[src/rtl/apr_pkg.sv]
package apr_pkg;
    localparam int unsigned DATA_W = 32;
    localparam int unsigned ADDR_W = 8;

    localparam logic [ADDR_W-1:0] OFS_CMD   = 8'h00;
    localparam logic [ADDR_W-1:0] OFS_MODEA = 8'h04;
    localparam logic [ADDR_W-1:0] OFS_MODEB = 8'h08;
    localparam logic [ADDR_W-1:0] OFS_STAT  = 8'h0C;
    localparam logic [ADDR_W-1:0] OFS_A_EN  = 8'h10;
    localparam logic [ADDR_W-1:0] OFS_A_DIS = 8'h14;
    localparam logic [ADDR_W-1:0] OFS_A_MSK = 8'h18;
    localparam logic [ADDR_W-1:0] OFS_A_STS = 8'h1C;
    localparam logic [ADDR_W-1:0] OFS_B_EN  = 8'h20;
    localparam logic [ADDR_W-1:0] OFS_B_DIS = 8'h24;
    localparam logic [ADDR_W-1:0] OFS_B_MSK = 8'h28;
    localparam logic [ADDR_W-1:0] OFS_B_STS = 8'h2C;
    localparam logic [ADDR_W-1:0] OFS_VER   = 8'hFC;

    // command bit positions
    localparam int unsigned CB_RX_ON  = 0;
    localparam int unsigned CB_RX_OFF = 1;
    localparam int unsigned CB_CK_ON  = 2;
    localparam int unsigned CB_CK_OFF = 3;
    localparam int unsigned CB_TX_ON  = 4;
    localparam int unsigned CB_TX_OFF = 5;
    localparam int unsigned CB_CLEAR  = 7;

    // status bit positions
    localparam int unsigned SB_RX = 0;
    localparam int unsigned SB_TX = 4;

    // group B layout
    localparam int unsigned GB_WERR  = 0;
    localparam int unsigned GB_TXRDY = 8;
    localparam int unsigned GB_TXEMP = 9;
    localparam int unsigned GB_RXRDY = 12;
    localparam int unsigned GB_RXFUL = 13;

    typedef struct packed {
        logic tx;
        logic ck;
        logic rx;
    } run_state_t;

    typedef struct packed {
        logic [DATA_W-1:0] mode_a;
        logic [DATA_W-1:0] mode_b;
    } mode_regs_t;
endpackage

[src/rtl/apr_cmd.sv]
module apr_cmd
    import apr_pkg::*;
(
    input  logic              clk,
    input  logic              rst_n,
    input  logic              cmd_we,
    input  logic [DATA_W-1:0] cmd_wdata,
    output run_state_t        run_o
);
    run_state_t st_d, st_q;

    always_comb begin
        st_d = st_q;
        if (cmd_we) begin
            if (cmd_wdata[CB_CLEAR]) begin
                st_d = '0;
            end else begin
                if (cmd_wdata[CB_RX_OFF])     st_d.rx = 1'b0;
                else if (cmd_wdata[CB_RX_ON]) st_d.rx = 1'b1;
                if (cmd_wdata[CB_CK_OFF])     st_d.ck = 1'b0;
                else if (cmd_wdata[CB_CK_ON]) st_d.ck = 1'b1;
                if (cmd_wdata[CB_TX_OFF])     st_d.tx = 1'b0;
                else if (cmd_wdata[CB_TX_ON]) st_d.tx = 1'b1;
            end
        end
    end

    always_ff @(posedge clk or negedge rst_n) begin
        if (!rst_n) st_q <= '0;
        else        st_q <= st_d;
    end

    assign run_o = st_q;

    p_hold_r1: assert property (@(posedge clk) disable iff (!rst_n)
        !cmd_we |=> $stable(st_q));
    p_off_wins_r2: assert property (@(posedge clk) disable iff (!rst_n)
        (cmd_we && cmd_wdata[CB_RX_OFF] && cmd_wdata[CB_TX_OFF]) |=> (!st_q.rx && !st_q.tx));
    p_clear_r3: assert property (@(posedge clk) disable iff (!rst_n)
        (cmd_we && cmd_wdata[CB_CLEAR]) |=> (st_q == '0));
endmodule

[src/rtl/apr_irq_group.sv]
module apr_irq_group #(
    parameter int unsigned W     = 32,
    parameter logic [W-1:0] IMPL  = '1,
    parameter logic [W-1:0] LATCH = '0
) (
    input  logic         clk,
    input  logic         rst_n,
    input  logic         en_we,
    input  logic         dis_we,
    input  logic [W-1:0] wdata,
    input  logic         rd_clr,
    input  logic         sw_rst,
    input  logic [W-1:0] ev_i,
    output logic [W-1:0] mask_o,
    output logic [W-1:0] status_o,
    output logic         pend_o
);
    localparam logic [W-1:0] LIVE = IMPL & ~LATCH;
    localparam logic [W-1:0] HELD = IMPL & LATCH;

    typedef struct packed {
        logic [W-1:0] mask;
        logic [W-1:0] flag;
    } grp_t;

    grp_t g_d, g_q;

    always_comb begin
        g_d = g_q;
        if (en_we)  g_d.mask = g_d.mask | (wdata & IMPL);
        if (dis_we) g_d.mask = g_d.mask & ~wdata;
        g_d.flag = ((g_q.flag & ~{W{rd_clr}}) | ev_i) & HELD;
        if (sw_rst) g_d = '0;
    end

    always_ff @(posedge clk or negedge rst_n) begin
        if (!rst_n) g_q <= '0;
        else        g_q <= g_d;
    end

    assign mask_o   = g_q.mask;
    assign status_o = (ev_i & LIVE) | g_q.flag;
    assign pend_o   = |(mask_o & status_o);

    p_mask_set_r5: assert property (@(posedge clk) disable iff (!rst_n)
        (en_we && !dis_we && !sw_rst) |=> ((g_q.mask & $past(wdata & IMPL)) == $past(wdata & IMPL)));
    p_mask_clr_r5: assert property (@(posedge clk) disable iff (!rst_n)
        (dis_we && !en_we) |=> ((g_q.mask & $past(wdata)) == '0));
    p_flag_hold_r8: assert property (@(posedge clk) disable iff (!rst_n)
        (!rd_clr && !sw_rst) |=> ((g_q.flag & $past(g_q.flag)) == $past(g_q.flag)));
    p_pend_needs_mask_r9: assert property (@(posedge clk) disable iff (!rst_n)
        pend_o |-> (g_q.mask != '0));
endmodule

[src/rtl/audio_port_regs.sv]
module audio_port_regs
    import apr_pkg::*;
#(
    parameter int unsigned NCH      = 8,
    parameter logic [11:0] REVISION = 12'h1A3
) (
    input  logic              clk,
    input  logic              rst_n,
    input  logic              bus_wr,
    input  logic              bus_rd,
    input  logic [7:0]        bus_addr,
    input  logic [31:0]       bus_wdata,
    output logic [31:0]       bus_rdata,
    input  logic [NCH-1:0]    tx_rdy_i,
    input  logic [NCH-1:0]    tx_unf_i,
    input  logic [NCH-1:0]    rx_rdy_i,
    input  logic [NCH-1:0]    rx_ovf_i,
    input  logic              wr_err_i,
    input  logic              txf_rdy_i,
    input  logic              txf_emp_i,
    input  logic              rxf_rdy_i,
    input  logic              rxf_ful_i,
    output logic              rx_on,
    output logic              clk_on,
    output logic              tx_on,
    output logic              irq
);
    localparam int unsigned FIELD = 8;
    localparam logic [DATA_W-1:0] CHM    = DATA_W'((64'd1 << NCH) - 64'd1);
    localparam logic [DATA_W-1:0] IMPL_A = CHM | (CHM << FIELD) | (CHM << (2*FIELD)) | (CHM << (3*FIELD));
    localparam logic [DATA_W-1:0] HELD_A = (CHM << FIELD) | (CHM << (3*FIELD));
    localparam logic [DATA_W-1:0] IMPL_B = (DATA_W'(1) << GB_WERR) | (DATA_W'(1) << GB_TXRDY)
                                         | (DATA_W'(1) << GB_TXEMP) | (DATA_W'(1) << GB_RXRDY)
                                         | (DATA_W'(1) << GB_RXFUL);
    localparam logic [DATA_W-1:0] HELD_B = (DATA_W'(1) << GB_WERR) | (DATA_W'(1) << GB_RXFUL);

    // address decode
    logic wr_cmd, wr_a_en, wr_a_dis, wr_b_en, wr_b_dis, clr_a, clr_b, sw_rst;
    assign wr_cmd   = bus_wr && (bus_addr == OFS_CMD);
    assign wr_a_en  = bus_wr && (bus_addr == OFS_A_EN);
    assign wr_a_dis = bus_wr && (bus_addr == OFS_A_DIS);
    assign wr_b_en  = bus_wr && (bus_addr == OFS_B_EN);
    assign wr_b_dis = bus_wr && (bus_addr == OFS_B_DIS);
    assign clr_a    = bus_rd && (bus_addr == OFS_A_STS);
    assign clr_b    = bus_rd && (bus_addr == OFS_B_STS);
    assign sw_rst   = wr_cmd && bus_wdata[CB_CLEAR];

    // command / run state
    run_state_t run;
    apr_cmd u_cmd (
        .clk       (clk),
        .rst_n     (rst_n),
        .cmd_we    (wr_cmd),
        .cmd_wdata (bus_wdata),
        .run_o     (run)
    );
    assign rx_on  = run.rx;
    assign clk_on = run.ck;
    assign tx_on  = run.tx;

    // event vector assembly
    logic [DATA_W-1:0] ev_a, ev_b;
    for (genvar c = 0; c < FIELD; c++) begin : g_chan
        if (c < NCH) begin : g_used
            assign ev_a[c]           = tx_rdy_i[c];
            assign ev_a[FIELD+c]     = tx_unf_i[c];
            assign ev_a[2*FIELD+c]   = rx_rdy_i[c];
            assign ev_a[3*FIELD+c]   = rx_ovf_i[c];
        end else begin : g_tie
            assign ev_a[c]           = 1'b0;
            assign ev_a[FIELD+c]     = 1'b0;
            assign ev_a[2*FIELD+c]   = 1'b0;
            assign ev_a[3*FIELD+c]   = 1'b0;
        end
    end

    always_comb begin
        ev_b           = '0;
        ev_b[GB_WERR]  = wr_err_i;
        ev_b[GB_TXRDY] = txf_rdy_i;
        ev_b[GB_TXEMP] = txf_emp_i;
        ev_b[GB_RXRDY] = rxf_rdy_i;
        ev_b[GB_RXFUL] = rxf_ful_i;
    end

    // interrupt groups
    logic [DATA_W-1:0] mask_a, sts_a, mask_b, sts_b;
    logic pend_a, pend_b;

    apr_irq_group #(.W(DATA_W), .IMPL(IMPL_A), .LATCH(HELD_A)) u_grp_a (
        .clk (clk), .rst_n (rst_n),
        .en_we (wr_a_en), .dis_we (wr_a_dis), .wdata (bus_wdata),
        .rd_clr (clr_a), .sw_rst (sw_rst), .ev_i (ev_a),
        .mask_o (mask_a), .status_o (sts_a), .pend_o (pend_a)
    );

    apr_irq_group #(.W(DATA_W), .IMPL(IMPL_B), .LATCH(HELD_B)) u_grp_b (
        .clk (clk), .rst_n (rst_n),
        .en_we (wr_b_en), .dis_we (wr_b_dis), .wdata (bus_wdata),
        .rd_clr (clr_b), .sw_rst (sw_rst), .ev_i (ev_b),
        .mask_o (mask_b), .status_o (sts_b), .pend_o (pend_b)
    );

    assign irq = pend_a | pend_b;

    // mode words
    mode_regs_t mode_d, mode_q;

    always_comb begin
        mode_d = mode_q;
        if (bus_wr && (bus_addr == OFS_MODEA)) mode_d.mode_a = bus_wdata;
        if (bus_wr && (bus_addr == OFS_MODEB)) mode_d.mode_b = bus_wdata;
    end

    always_ff @(posedge clk or negedge rst_n) begin
        if (!rst_n) mode_q <= '0;
        else        mode_q <= mode_d;
    end

    // read mux
    always_comb begin
        bus_rdata = '0;
        unique case (bus_addr)
            OFS_MODEA: bus_rdata = mode_q.mode_a;
            OFS_MODEB: bus_rdata = mode_q.mode_b;
            OFS_STAT: begin
                bus_rdata[SB_RX] = run.rx;
                bus_rdata[SB_TX] = run.tx;
            end
            OFS_A_MSK: bus_rdata = mask_a;
            OFS_A_STS: bus_rdata = sts_a;
            OFS_B_MSK: bus_rdata = mask_b;
            OFS_B_STS: bus_rdata = sts_b;
            OFS_VER:   bus_rdata = {20'd0, REVISION};
            default:   bus_rdata = '0;
        endcase
    end

    p_irq_quiet_r9: assert property (@(posedge clk) disable iff (!rst_n)
        ((mask_a == '0) && (mask_b == '0)) |-> !irq);
    p_mode_kept_r3: assert property (@(posedge clk) disable iff (!rst_n)
        wr_cmd |=> $stable(mode_q));
endmodule

[config.mk]
export PLATFORM = sky130hd
export DESIGN_NAME = audio_port_regs
export DESIGN_NICKNAME = d
export VERILOG_FILES = /design/src/rtl/apr_pkg.sv /design/src/rtl/apr_cmd.sv /design/src/rtl/apr_irq_group.sv /design/src/rtl/audio_port_regs.sv
export SDC_FILE = /design/constraint.sdc
export NUM_CORES = 1
export LEC_CHECK = 0
export BUFFER_PORTS_ARGS = -buffer_cell sky130_fd_sc_hd__buf_4
export CORE_UTILIZATION = 51
export DETAILED_ROUTE_END_ITERATION = 12
export PLACE_DENSITY_LB_ADDON = 0.3
export SETUP_SLACK_MARGIN = 0.02
export SLEW_MARGIN = 5
export SYNTH_ARGS = -nofsm -noshare
export SYNTH_HDL_FRONTEND = slang
export SYNTH_SLANG_ARGS = --single-unit
[constraint.sdc]
create_clock -name clk -period 1.7 [get_ports clk]
set_input_delay 0.17 -clock clk [delete_from_list [all_inputs] [get_ports clk]]
set_output_delay 0.17 -clock clk [all_outputs]
set_load 0.1 [all_outputs]
# Yosys cells after proc, flatten, opt, wreduce, memory -nomap -nowiden
# Cells that the tools add are included.
# W data, S select, Z words.
# classes
n_eq_ne	12
muxes	17
bitwise	16
reduce_logical	19
# op_table
cell	n
$pmux W27 S7	1
$and A32 B32 Y32	5
$mux W32	4
$mux W64	2
$not A32 Y32	2
$or A32 B32 Y32	2
$reduce_or A32 Y1	2
$eq A8 B5 Y1 const B	4
$eq A8 B6 Y1 const B	4
$or A13 B32 Y32	1
$or A24 B32 Y32	1
$or A32 B14 Y32	1
$pmux W3 S7	1
$eq A8 B4 Y1 const B	2
$and A14 B14 Y14	1
$not A14 Y14	1
$or A14 B14 Y14	1
$logic_and A1 B1 Y1	10
$reduce_bool A3 Y1	3
$eq A8 B3 Y1 const B	1
$eq A8 B8 Y1 const B	1
$logic_not A8 Y1	1
$pmux W1 S8	1
$pmux W1 S7	1
4 further kinds	11
# word_totals
reg_bits	195
in_bits	81
out_inout_bits	36
wordCells	73

# Depth between registers and ports, before layout
# depth
depth_word	6
depth_mapped	8
ltp_nobuf	4

# Modules after synthesis
# From an unflattened synthesis, not the netlist that was laid out.
# hier_totals
cells_unflattened	754
hier_area_um2	8319.2
# by_module_without_submodules
module	n_inst	cells_per_inst	area_each_um2
audio_port_regs	1	403	4395.5
apr_irq_group at u_grp_a	1	194	2073.2
apr_irq_group at u_grp_b	1	145	1726.7
apr_cmd	1	12	123.9

# Worst setup path before layout
# Ideal clock, no wire load.
# synth_path
kind	input-to-output
from	input bus_addr[7]
to	output bus_rdata[12]
t_arrival_ns	3.400
setup_slack_ns	-1.870
cell_stages	6
path_cell_list	buf_2 -> nor4b_4 -> clkbuf_1 -> nand3b_1 -> and3_1 -> o21ai_0
# synth_between
elab_chain_cells	2
# synth_lines
element	line	source
from (decl)	audio_port_regs.sv:11	input logic [7:0] bus_addr,
$eq A8 B8 Y1, or another cell as far along	audio_port_regs.sv:123	unique case (bus_addr)
$pmux W27 S7 (*)	audio_port_regs.sv:123	
to (decl)	audio_port_regs.sv:13	output logic [31:0] bus_rdata,
# Mark *: on every way between the ends. The rest lies on a longest branch, timed or not.

# Final worst setup path
# layout_path
from	register u_grp_a.g_q, in the netlist u_grp_a.mask_o[22]
to	output irq
# layout_between
elab_chain_cells	3
# layout_lines
element	line	source
from (decl)	apr_irq_group.sv:26	grp_t g_d, g_q;
from (signal assigned)	apr_irq_group.sv:38	else g_q <= g_d;
$and A32 B32 Y32	apr_irq_group.sv:43	assign pend_o = |(mask_o & status_o);
$reduce_or A32 Y1	apr_irq_group.sv:43	
$or A1 B1 Y1	audio_port_regs.sv:104	assign irq = pend_a | pend_b;
to (decl)	audio_port_regs.sv:26	output logic irq
# No other way between the ends.

==> metrics.yaml <==
outcome:
  status: "finished with violations"
  violations: "setup timing"
global_routing:
  grt_overflow_total: 0
  grt_antenna_before_repair: 0
  grt_usage_pct: 40.81
  grt_pass1_wl_mm: 44.08
  grt_pass1_vias: 7743
  grt_max_degree: 48
synth:
  synth_edf_count: 0
  syn_inst: 645
  synth.distinct_cells: 41
  synth_common_cells: "dfrtp_1 (149), mux2_2 (86), a21oi_1 (61)"
  ys_seq_area_share_pct: 51.48
  netlist.area_leader.share_pct: 51.48
  async_flop_share_pct: 100.0
  synth.avg_cell_area_um2: 11.23
  synth_nets: 726
  synth_top_cell_by_area: "dfrtp_1"
  syn_area_um2: 7243
  yosysWarnings: 0
  ys.flop_type: "dfrtp_1"
  synth.most_common_cell: "dfrtp_1"
  synthTopCellsByArea: "dfrtp_1 (51%), mux2_2 (13%), a22oi_1 (5.0%)"
  ys_ff_latch: 149
pwr:
  power.internal_mw: 6.795
  p_leak_nw: 5.117
  seqPwrFrac_pct: 41.2
  power.switching_mw: 2.345
  pwr-share-comb_pct: 13.9
  p_per_area_nw_per_um2: 794.3
  swShare_pct: 25.65
  ir_drop_mv: 0.8229
  clockPowerShare_pct: 44.9
floorplan:
  die_w_um: 121.2
  core_um2: 13880
  rows: 43
  fp.dieH_um: 121.2
  start_util_pct: 52.18
  dieArea_um2: 14680
  pin_count: 117
detailed_routing:
  wl_mm: 29.21
  drt_iter0_drc: 1011
  routedWlPerCell_um: 26.98
  vias: 7350
  drt.antenna.violating_nets: 0
  dr.pass1.iters: 6
  drc: 0
  viasPerCell: 6.787
finish:
  antenna_cells: 0
  final-seq-area_um2: 3735
  multi_input_area_um2: 3944
  final_nets: 971
  n_fill_cell: 679
  final_util_pct: 82.90
  syn2layout_area_growth_pct: 58.87
  layout-drive-gt1-share_pct: 48.95
timing:
  setup_tns_ps: -10270
  worstMarginPinSlew_ps: 502.3
  fin_ws_ps: -673.6
  rsz0062_at_grt: "true"
  slew_violations: 0
  max_clock_freq_mhz: 421.3
  maxSlewHeadroom_pct: 66.51
  timing.final.crit_share_pct: 139.6
  finalSetupViolCount: 32
  min_period_ps: 2374
  fin_worst_skew_ps: 0
  hold_viol: 0
clocking:
  max-clock-path-buffers: 2
  clkSlewWorstSetupHoldPaths_ps: 70
  numCtsBuffers: 17
  htree_num_levels: 4
  cts_sinks: 149
  cts-root-buf: "clkbuf_16"
  insertion_delay_ps: 430
  cts_tree: "done"
critical_path:
  worstPathArrival_ps: 2200
  path_max_fanout: 2
  cp_cell_sequence: "a22o_1 -> a221oi_2 -> nand4_1 -> or4_4 -> buf_12"
  crit_type: "flip-flop to output pin"
  crit_buf_inv: 1
  startpoint_type: "flip-flop"
  cp_slowest_stage_delay_ps: 480
  critPathLaunch: "u_grp_a.mask_o[22]"
  slowest_stage: "or4_4"
  required_ps: 1530
  worst_setup_path_end_kind: "output pin"
  timing.rr.start: "u_grp_a.mask_o[26]"
  cp_top_family: "simple AND/OR/NAND/NOR gates"
placed_design:
  hpwl_mm: 16.38
  place.port_buffers: 116
  gp_congestion: 0.9052
hold_path:
  hold_path.class: "primary input to flip-flop"
  hp-start: "rx_ovf_i[2]"
flow_run:
  cap_viol_max_count: 0
worst min-delay path, cell delays in order:
cell and delay (ps):
buf_4 90, a21oi_1 30, nor2_1 100
kinds of logic (layout without fill, tap and decap cells):
group / count (synthesis) / in the layout / share of synthesized area [%]
AO/OA/AOI/OAI: 202 / 202 / 19.59
AND/OR/NAND/NOR: 150 / 150 / 11.19
flip-flops: 149 / 149 / 51.48
multiplexers: 91 / 91 / 14.15
buffers and inverters: 53 / 311 / 3.593
stage by stage:
step                cells  setup WS (ps)  hold slack [ps]  instance area, um^2  power [mW]
floorplan             645         -727.1           -125.6                 7744       4.266
global placement      991         -292.2            143.5                 9527       4.768
detailed placement    991         -365.1            147.4                 9527       4.803
CTS                  1079         -619.1            2.765                11430       9.010
global route         1083         -671.8            15.12                11510       9.334
finish               1083         -673.6            12.14                11510       9.140
per-layer routing:
layer | vias up | track usage [%] | wire, um
met4 | 0 | 23.69 | 1718
met3 | 174 | 10.10 | 2644
met1 | 3653 | 48.60 | 10560
li1 | 2945 | - | -
met5 | - | 0 | 0
met2 | 578 | 67.14 | 14290
registers in the layout, indices dropped and copies added, names as in the netlist:
| signal | flops |
|---|---|
| u_grp_a.g_q | 16 |
| u_grp_a.mask_o | 32 |
| u_cmd.run_o | 3 |
| mode_q | 64 |
| u_grp_b.g_q | 2 |
| u_grp_b.mask_o | 32 |
cell usage in the layout, fill, tap and decap left out, types with 17 or more instances in the layout:
master,n
a22oi_1,21
nor2_1,36
and3_1,34
a21oi_1,59
a211oi_1,37
dfrtp_1,146
nand2_1,34
dlygate4sd3_1,48
mux2_4,24
buf_6,18
mux2_2,62
buf_12,53
clkbuf_16,17
a221o_4,20
a22oi_2,27
buf_4,159
path summary, 6_finish.rpt:
path / cells past startpoint / to / slack (ps)
worst min-delay path: 3 / u_grp_a.g_q[26] / 10
max in group asynchronous: 3 / u_grp_a.mask_o[29] / 810
worst max-delay path: 5 / irq / -670
worst max register to register: 4 / u_grp_a.mask_o[26] / 590
min in group asynchronous: 2 / mode_q[8] / 240
worst min register to register: 1 / mode_q[45] / 510
power groups by stage:
stage	combinational, mW	clock (mW)	sequential [mW]
3_5_place_dp	0.994	0	3.81
5_1_grt	1.32	4.24	3.77
2_1_floorplan	0.453	0	3.81
6_report	1.27	4.11	3.76
3_3_place_gp	0.968	0	3.80
4_1_cts	1.20	4.05	3.75
what timing repair did:
item	in CTS	in global routing
hold endpoints to repair	93	1
pin swaps	31	10
hold buffers	47	1
cloned	1	0
gates resized for setup	168	16
endpoints found under the setup margin	33	33
setup buffers	11	3
area by class of cell:
| type | instances | share of cell area, % |
|---|---|---|
| clock buffers | 19 | 3.936 |
| multi-input cells | 443 | 34.27 |
| well taps | 180 | 1.957 |
| clock inverters | 13 | 1.566 |
| repair buffers | 279 | 25.81 |
| flip-flops and latches | 149 | 32.46 |
No activity file was read; power rests on OpenSTA's default activity.
